$ cat config.mk
export PLATFORM = sky130hd
export DESIGN_NAME = op_prefix_decoder
export DESIGN_NICKNAME = d
export VERILOG_FILES = /design/src/rtl/op_pfx_pkg.sv /design/src/rtl/op_pfx_byte_class.sv /design/src/rtl/op_pfx_fsm.sv /design/src/rtl/op_prefix_decoder.sv
export SDC_FILE = /design/constraint.sdc
export NUM_CORES = 1
export LEC_CHECK = 0
export BUFFER_PORTS_ARGS = -buffer_cell sky130_fd_sc_hd__buf_4
export CORE_MARGIN = 5
export CORE_UTILIZATION = 35
export DETAILED_ROUTE_END_ITERATION = 10
export GPL_ROUTABILITY_DRIVEN = 0
export HOLD_SLACK_MARGIN = 0.15
export PLACE_DENSITY_LB_ADDON = 0.2
export SLEW_MARGIN = 10
export SYNTH_ARGS = -nofsm -noshare
export SYNTH_HDL_FRONTEND = slang
export SYNTH_SLANG_ARGS = --single-unit
$ cat constraint.sdc
create_clock -name clk_i -period 3.6 [get_ports clk_i]
set_input_delay 0.36 -clock clk_i [delete_from_list [all_inputs] [get_ports clk_i]]
set_output_delay 0.36 -clock clk_i [all_outputs]
set_load 0.05 [all_outputs]
$ cat src/rtl/op_pfx_pkg.sv
package op_pfx_pkg;
  typedef enum logic [2:0] {
    GRP_PLAIN     = 3'd0,
    GRP_BIT       = 3'd1,
    GRP_IDX_X     = 3'd2,
    GRP_IDX_Y     = 3'd3,
    GRP_EXT       = 3'd4,
    GRP_IDX_X_BIT = 3'd5,
    GRP_IDX_Y_BIT = 3'd6
  } grp_e;

  localparam logic [7:0] BYTE_BIT_PFX = 8'hCB;
  localparam logic [7:0] BYTE_X_PFX   = 8'hDD;
  localparam logic [7:0] BYTE_EXT_PFX = 8'hED;
  localparam logic [7:0] BYTE_Y_PFX   = 8'hFD;
endpackage

$ cat src/rtl/op_pfx_byte_class.sv
module op_pfx_byte_class
  import op_pfx_pkg::*;
(
  input  logic [7:0] byte_i,
  output logic       bit_pfx_o,
  output logic       x_pfx_o,
  output logic       y_pfx_o,
  output logic       ext_pfx_o,
  output logic       self_ld_o
);
  assign bit_pfx_o = (byte_i == BYTE_BIT_PFX);
  assign x_pfx_o   = (byte_i == BYTE_X_PFX);
  assign y_pfx_o   = (byte_i == BYTE_Y_PFX);
  assign ext_pfx_o = (byte_i == BYTE_EXT_PFX);
  // 01 ddd sss with ddd==sss; 110 is halt, not a load
  assign self_ld_o = (byte_i[7:6] == 2'b01) && (byte_i[5:3] == byte_i[2:0]) &&
                     (byte_i[2:0] != 3'b110);
endmodule

$ cat src/rtl/op_pfx_fsm.sv
module op_pfx_fsm
  import op_pfx_pkg::*;
#(
  parameter int PFX_CYCLES = 4,
  parameter int CNT_W      = 6
) (
  input  logic             clk_i,
  input  logic             rst_ni,
  input  logic             byte_valid_i,
  input  logic             ext_mode_i,
  input  logic             bit_pfx_i,
  input  logic             x_pfx_i,
  input  logic             y_pfx_i,
  input  logic             ext_pfx_i,
  output logic             final_o,
  output grp_e             fin_grp_o,
  output logic [CNT_W-1:0] fin_cnt_o
);
  localparam int CNT_MAX = (1 << CNT_W) - 1;
  localparam int CNT_SAT = CNT_MAX - (CNT_MAX % PFX_CYCLES);

  grp_e             grp_q, grp_d;
  logic [CNT_W-1:0] cnt_q, cnt_d;
  logic             open_w, is_pfx;

  assign open_w = (grp_q == GRP_PLAIN) || (grp_q == GRP_IDX_X) || (grp_q == GRP_IDX_Y);
  assign is_pfx = ext_mode_i && open_w && (bit_pfx_i || x_pfx_i || y_pfx_i || ext_pfx_i);

  assign final_o   = byte_valid_i && !is_pfx;
  assign fin_grp_o = ext_mode_i ? grp_q : GRP_PLAIN;
  assign fin_cnt_o = cnt_q;

  always_comb begin
    grp_d = grp_q;
    cnt_d = cnt_q;
    if (byte_valid_i) begin
      if (is_pfx) begin
        if (x_pfx_i)        grp_d = GRP_IDX_X;
        else if (y_pfx_i)   grp_d = GRP_IDX_Y;
        else if (ext_pfx_i) grp_d = GRP_EXT;
        else if (grp_q == GRP_IDX_X) grp_d = GRP_IDX_X_BIT;
        else if (grp_q == GRP_IDX_Y) grp_d = GRP_IDX_Y_BIT;
        else                grp_d = GRP_BIT;
        if (int'(cnt_q) + PFX_CYCLES <= CNT_SAT) cnt_d = cnt_q + CNT_W'(PFX_CYCLES);
      end else begin
        grp_d = GRP_PLAIN;
        cnt_d = '0;
      end
    end
  end

  always_ff @(posedge clk_i or negedge rst_ni) begin
    if (!rst_ni) begin
      grp_q <= GRP_PLAIN;
      cnt_q <= '0;
    end else begin
      grp_q <= grp_d;
      cnt_q <= cnt_d;
    end
  end

  assert_x_open_R3: assert property (@(posedge clk_i) disable iff (!rst_ni)
    (byte_valid_i && ext_mode_i && grp_q == GRP_PLAIN && x_pfx_i) |=> (grp_q == GRP_IDX_X));

  assert_closed_grp_R10: assert property (@(posedge clk_i) disable iff (!rst_ni)
    (byte_valid_i && (grp_q == GRP_EXT || grp_q == GRP_BIT)) |=> (grp_q == GRP_PLAIN && cnt_q == '0));

  assert_idx_bit_R5: assert property (@(posedge clk_i) disable iff (!rst_ni)
    (byte_valid_i && ext_mode_i && grp_q == GRP_IDX_Y && bit_pfx_i) |=> (grp_q == GRP_IDX_Y_BIT));
endmodule

$ cat src/rtl/op_prefix_decoder.sv
module op_prefix_decoder
  import op_pfx_pkg::*;
#(
  parameter int PFX_CYCLES = 4,
  parameter int CNT_W      = 6
) (
  input  logic             clk_i,
  input  logic             rst_ni,
  input  logic             byte_valid_i,
  input  logic [7:0]       byte_i,
  input  logic             ext_mode_i,
  output logic             done_o,
  output logic [2:0]       class_o,
  output logic [7:0]       opcode_o,
  output logic [CNT_W-1:0] extra_cyc_o,
  output logic             alias_o,
  output logic             nop_o
);
  logic bit_pfx, x_pfx, y_pfx, ext_pfx, self_ld;
  logic fin;
  grp_e fin_grp;
  logic [CNT_W-1:0] fin_cnt;

  op_pfx_byte_class u_cls (
    .byte_i    (byte_i),
    .bit_pfx_o (bit_pfx),
    .x_pfx_o   (x_pfx),
    .y_pfx_o   (y_pfx),
    .ext_pfx_o (ext_pfx),
    .self_ld_o (self_ld)
  );

  op_pfx_fsm #(.PFX_CYCLES(PFX_CYCLES), .CNT_W(CNT_W)) u_fsm (
    .clk_i        (clk_i),
    .rst_ni       (rst_ni),
    .byte_valid_i (byte_valid_i),
    .ext_mode_i   (ext_mode_i),
    .bit_pfx_i    (bit_pfx),
    .x_pfx_i      (x_pfx),
    .y_pfx_i      (y_pfx),
    .ext_pfx_i    (ext_pfx),
    .final_o      (fin),
    .fin_grp_o    (fin_grp),
    .fin_cnt_o    (fin_cnt)
  );

  always_ff @(posedge clk_i or negedge rst_ni) begin
    if (!rst_ni) begin
      done_o      <= 1'b0;
      class_o     <= GRP_PLAIN;
      opcode_o    <= '0;
      extra_cyc_o <= '0;
      alias_o     <= 1'b0;
      nop_o       <= 1'b0;
    end else begin
      done_o <= fin;
      if (fin) begin
        class_o     <= fin_grp;
        opcode_o    <= byte_i;
        extra_cyc_o <= fin_cnt;
        // compatible mode: prefix values are redundant jump/call encodings
        alias_o     <= !ext_mode_i && (bit_pfx || x_pfx || y_pfx || ext_pfx);
        nop_o       <= self_ld && (fin_grp == GRP_PLAIN);
      end
    end
  end

  assert_done_src_R7: assert property (@(posedge clk_i) disable iff (!rst_ni)
    done_o |-> $past(byte_valid_i));

  assert_nop_plain_R8: assert property (@(posedge clk_i) disable iff (!rst_ni)
    nop_o |-> (class_o == GRP_PLAIN));

  assert_alias_plain_R4: assert property (@(posedge clk_i) disable iff (!rst_ni)
    (done_o && alias_o) |-> (class_o == GRP_PLAIN && extra_cyc_o == '0));

  assert_hold_R9: assert property (@(posedge clk_i) disable iff (!rst_ni)
    !byte_valid_i |=> ($stable(opcode_o) && $stable(class_o) && !done_o));
endmodule

==> impl_metrics.csv <==
group,metric,value,unit
final_layout,final_core_util,0.4537,
placed_design,dp.final_hpwl,1.840,mm
critical_path,end_kind,"flip-flop",
critical_path,critical_path.cell_chain,"nor2b_1 -> or4b_4 -> o21ai_2 -> buf_4 -> mux2_1",
final_layout,final_common_cell,"buf_4",
final_layout,diodes,0,
global_routing,first_global_vias,993,
yosys,synthDistinctLibCells,36,
critical_path,slowest_stage,"or4b_4",
route,via_per_inst,4.941,
final_layout,area_delta_synth_final,23.15,%
yosys,synth.avg_cell_area,11.25,µm²
timing,layout_worst_path_cycle_share,0.6366,
global_routing,grt_usage,0.1074,
die,dieArea,0.004862,mm²
die,boundaryPins,32,
yosys,synth_area_leaders,"dfrtp_1 (50%), mux2_1 (13%), mux2i_1 (2.4%), buf_4 (2.4%), inv_1 (2.1%)",
yosys,ys_seq_area_frac,0.5010,
timing,timing.fmax,436.4,MHz
timing,final_hold_viol_count,0,
route,drtIter0Drc,37,
die,die_w,69.73,µm
final_layout,mostFrequentLayoutCells,"buf_4 (30), dfrtp_1 (25), mux2_1 (14)",
timing,slew_violations,0,
route,drc,0,
die,core,0.003390,mm²
yosys,synth_top_area_frac,0.5010,
timing,setup_viol,0,
critical_path,critPathLaunchType,"flip-flop",
power_and_ir_drop,fin_total_pwr,0.5562,mW
yosys,yosysWarnings,0,
route,drt_wl_total,2.434,mm
global_routing,overflow,0,
die,die_y,69.73,µm
global_routing,grt_first_pass_wirelength,4.367,mm
route,wl_per_cell,12.95,µm
yosys,synth_edf_count,0,
power_and_ir_drop,leakage,0.7377,nW
clock_network,cts-buffers-inserted,3,
placed_design,portBuffers,29,
yosys,async_flop_share,1.000,
timing,timing.hold.ws,270.8,ps
global_routing,grt_max_degree,26,
die,row_count,21,
timing,fin_crit,2292,ps
route,postRouteAntennaNets,0,
clock_network,tritoncts,"built",
route,dr.pass1.iters,4,
clock_network,root_buffer,"clkbuf_4",
critical_path,crit_type,"reg -> reg",
timing,rsz0062_at_grt,"false",
critical_path,path_buf_inv,1,
power_and_ir_drop,power_per_cell_area,361.7,mW/mm²
timing,skew,8.162,ps
clock_network,htree_levels,1,
final_layout,nets,157,
final_layout,drive_gt1_frac,0.2676,
clock_network,cts_sinks,25,
critical_path,worstPathMaxFanout,11,
timing,tns,0,ps
route,via_count,929,
critical_path,required,3810,ps
critical_path,slowest_delay,540,ps
clock_network,cts_buffer_depth,2,
hold_path,hold_class,"in -> reg",
yosys,synth-main-ff-cell,"dfrtp_1",
clock_network,clk_latency,310,ps
run_status,status,"completed",
yosys,yosysTopAreaCell,"dfrtp_1",
clock_network,clk_pin_slew,130,ps
yosys,syn_area,0.001249,mm²
yosys,ys_ff_latch,25,
yosys,synth_cells,111,
global_routing,antenna_found_initial,0,
die,start_util,0.3684,
critical_path,cp_top_family,"simple AND/OR/NAND/NOR gates",
critical_path,worstPathArrival,2500,ps
power_and_ir_drop,peakVddDrop,0.2551,mV
flow_run,maxCapViolCount,0,
==> layer usage <==
layer,part of all wire,global-route usage,vias up
li1,-,-,450
met1,0.49,0.1426,446
met2,0.44,0.1727,29
met3,0.065,0.03478,4
met4,0.0070,0.01915,0
met5,0,0,-
==> Yosys cell counts, drive strengths merged (3+ instances only) <==
library cell   n
nor3           4
o21ai          3
mux2          14
dfrtp         25
a21oi          5
nor2           5
nand2          6
mux2i          3
nand3          3
inv            8
nor2b          3
buf            4
xnor2          3
==> cell families (layout without fill, tap and decap cells) <==
logic type      count (synthesis)  count (layout)  synth area share
compound gates                 18              18            0.1042
xor+xnor                        3               3           0.02105
fa+ha+maj                       2               2           0.02004
buf+inv                        13              43           0.05110
flops                          25              25            0.5010
mux                            17              17            0.1503
other cells                     1               2          0.003003
simple gates                   32              32            0.1493
==> flip-flops by register name, indices dropped and copies added, names as in the netlist <==
| register | count |
|---|---|
| opcode_o | 8 |
| extra_cyc_o | 4 |
| u_fsm.fin_cnt_o | 4 |
| class_o | 3 |
| u_fsm.grp_q | 3 |
| alias_o | 1 |
| done_o | 1 |
| nop_o | 1 |
==> worst paths after layout <==
kind	startpoint	to	slack (ps)	cells past startpoint
setup / recovery	u_fsm.grp_q[0]	extra_cyc_o[4]	1310	5
hold / removal	byte_i[7]	opcode_o[7]	270	2
setup reg to reg	u_fsm.grp_q[0]	extra_cyc_o[4]	1310	5
hold reg to reg	extra_cyc_o[3]	extra_cyc_o[3]	510	1
max in group asynchronous	rst_ni	class_o[1]	2890	2
min in group asynchronous	rst_ni	alias_o	470	2
==> report_power, final <==
part | leakage [nW] | internal, mW | switching, mW
combinational | 0.397 | 0.0438 | 0.0848
clock | 0.0150 | 0.0433 | 0.0802
sequential | 0.326 | 0.295 | 0.00924
==> worst register-to-register path, delay by kind of cell (launching register included) <==
kind | cells | cell delay (ps)
simple gates | 2 | 700
flops | 1 | 430
compound gates | 1 | 420
mux | 1 | 340
buf+inv | 1 | 300
==> per-stage QoR <==
| step | setup slack [ps] | cell area (µm²) | instances |
|---|---|---|---|
| finish | 1308 | 1538 | 188 |
| global route | 1159 | 1538 | 188 |
| CTS | 1279 | 1538 | 188 |
| detailed placement | 1225 | 1501 | 183 |
| global placement | 1232 | 1501 | 183 |
| floorplan | 1807 | 1252 | 112 |
==> final cells by class <==
type | count | area [µm²]
fillers | 332 | 1852
flip-flops and latches | 25 | 625.6
multi-input cells | 74 | 563.0
repair buffers | 31 | 235.2
well taps | 46 | 57.56
inverters | 8 | 30.03
clock buffers | 4 | 26.28
==> what timing repair did <==
item | CTS | global route
hold buffers | 1 | 0
buffers inserted | 0 | 0
gates resized for setup | 0 | 0
endpoints found under the hold margin | 25 | 0
(Power assumes the default switching activity.)
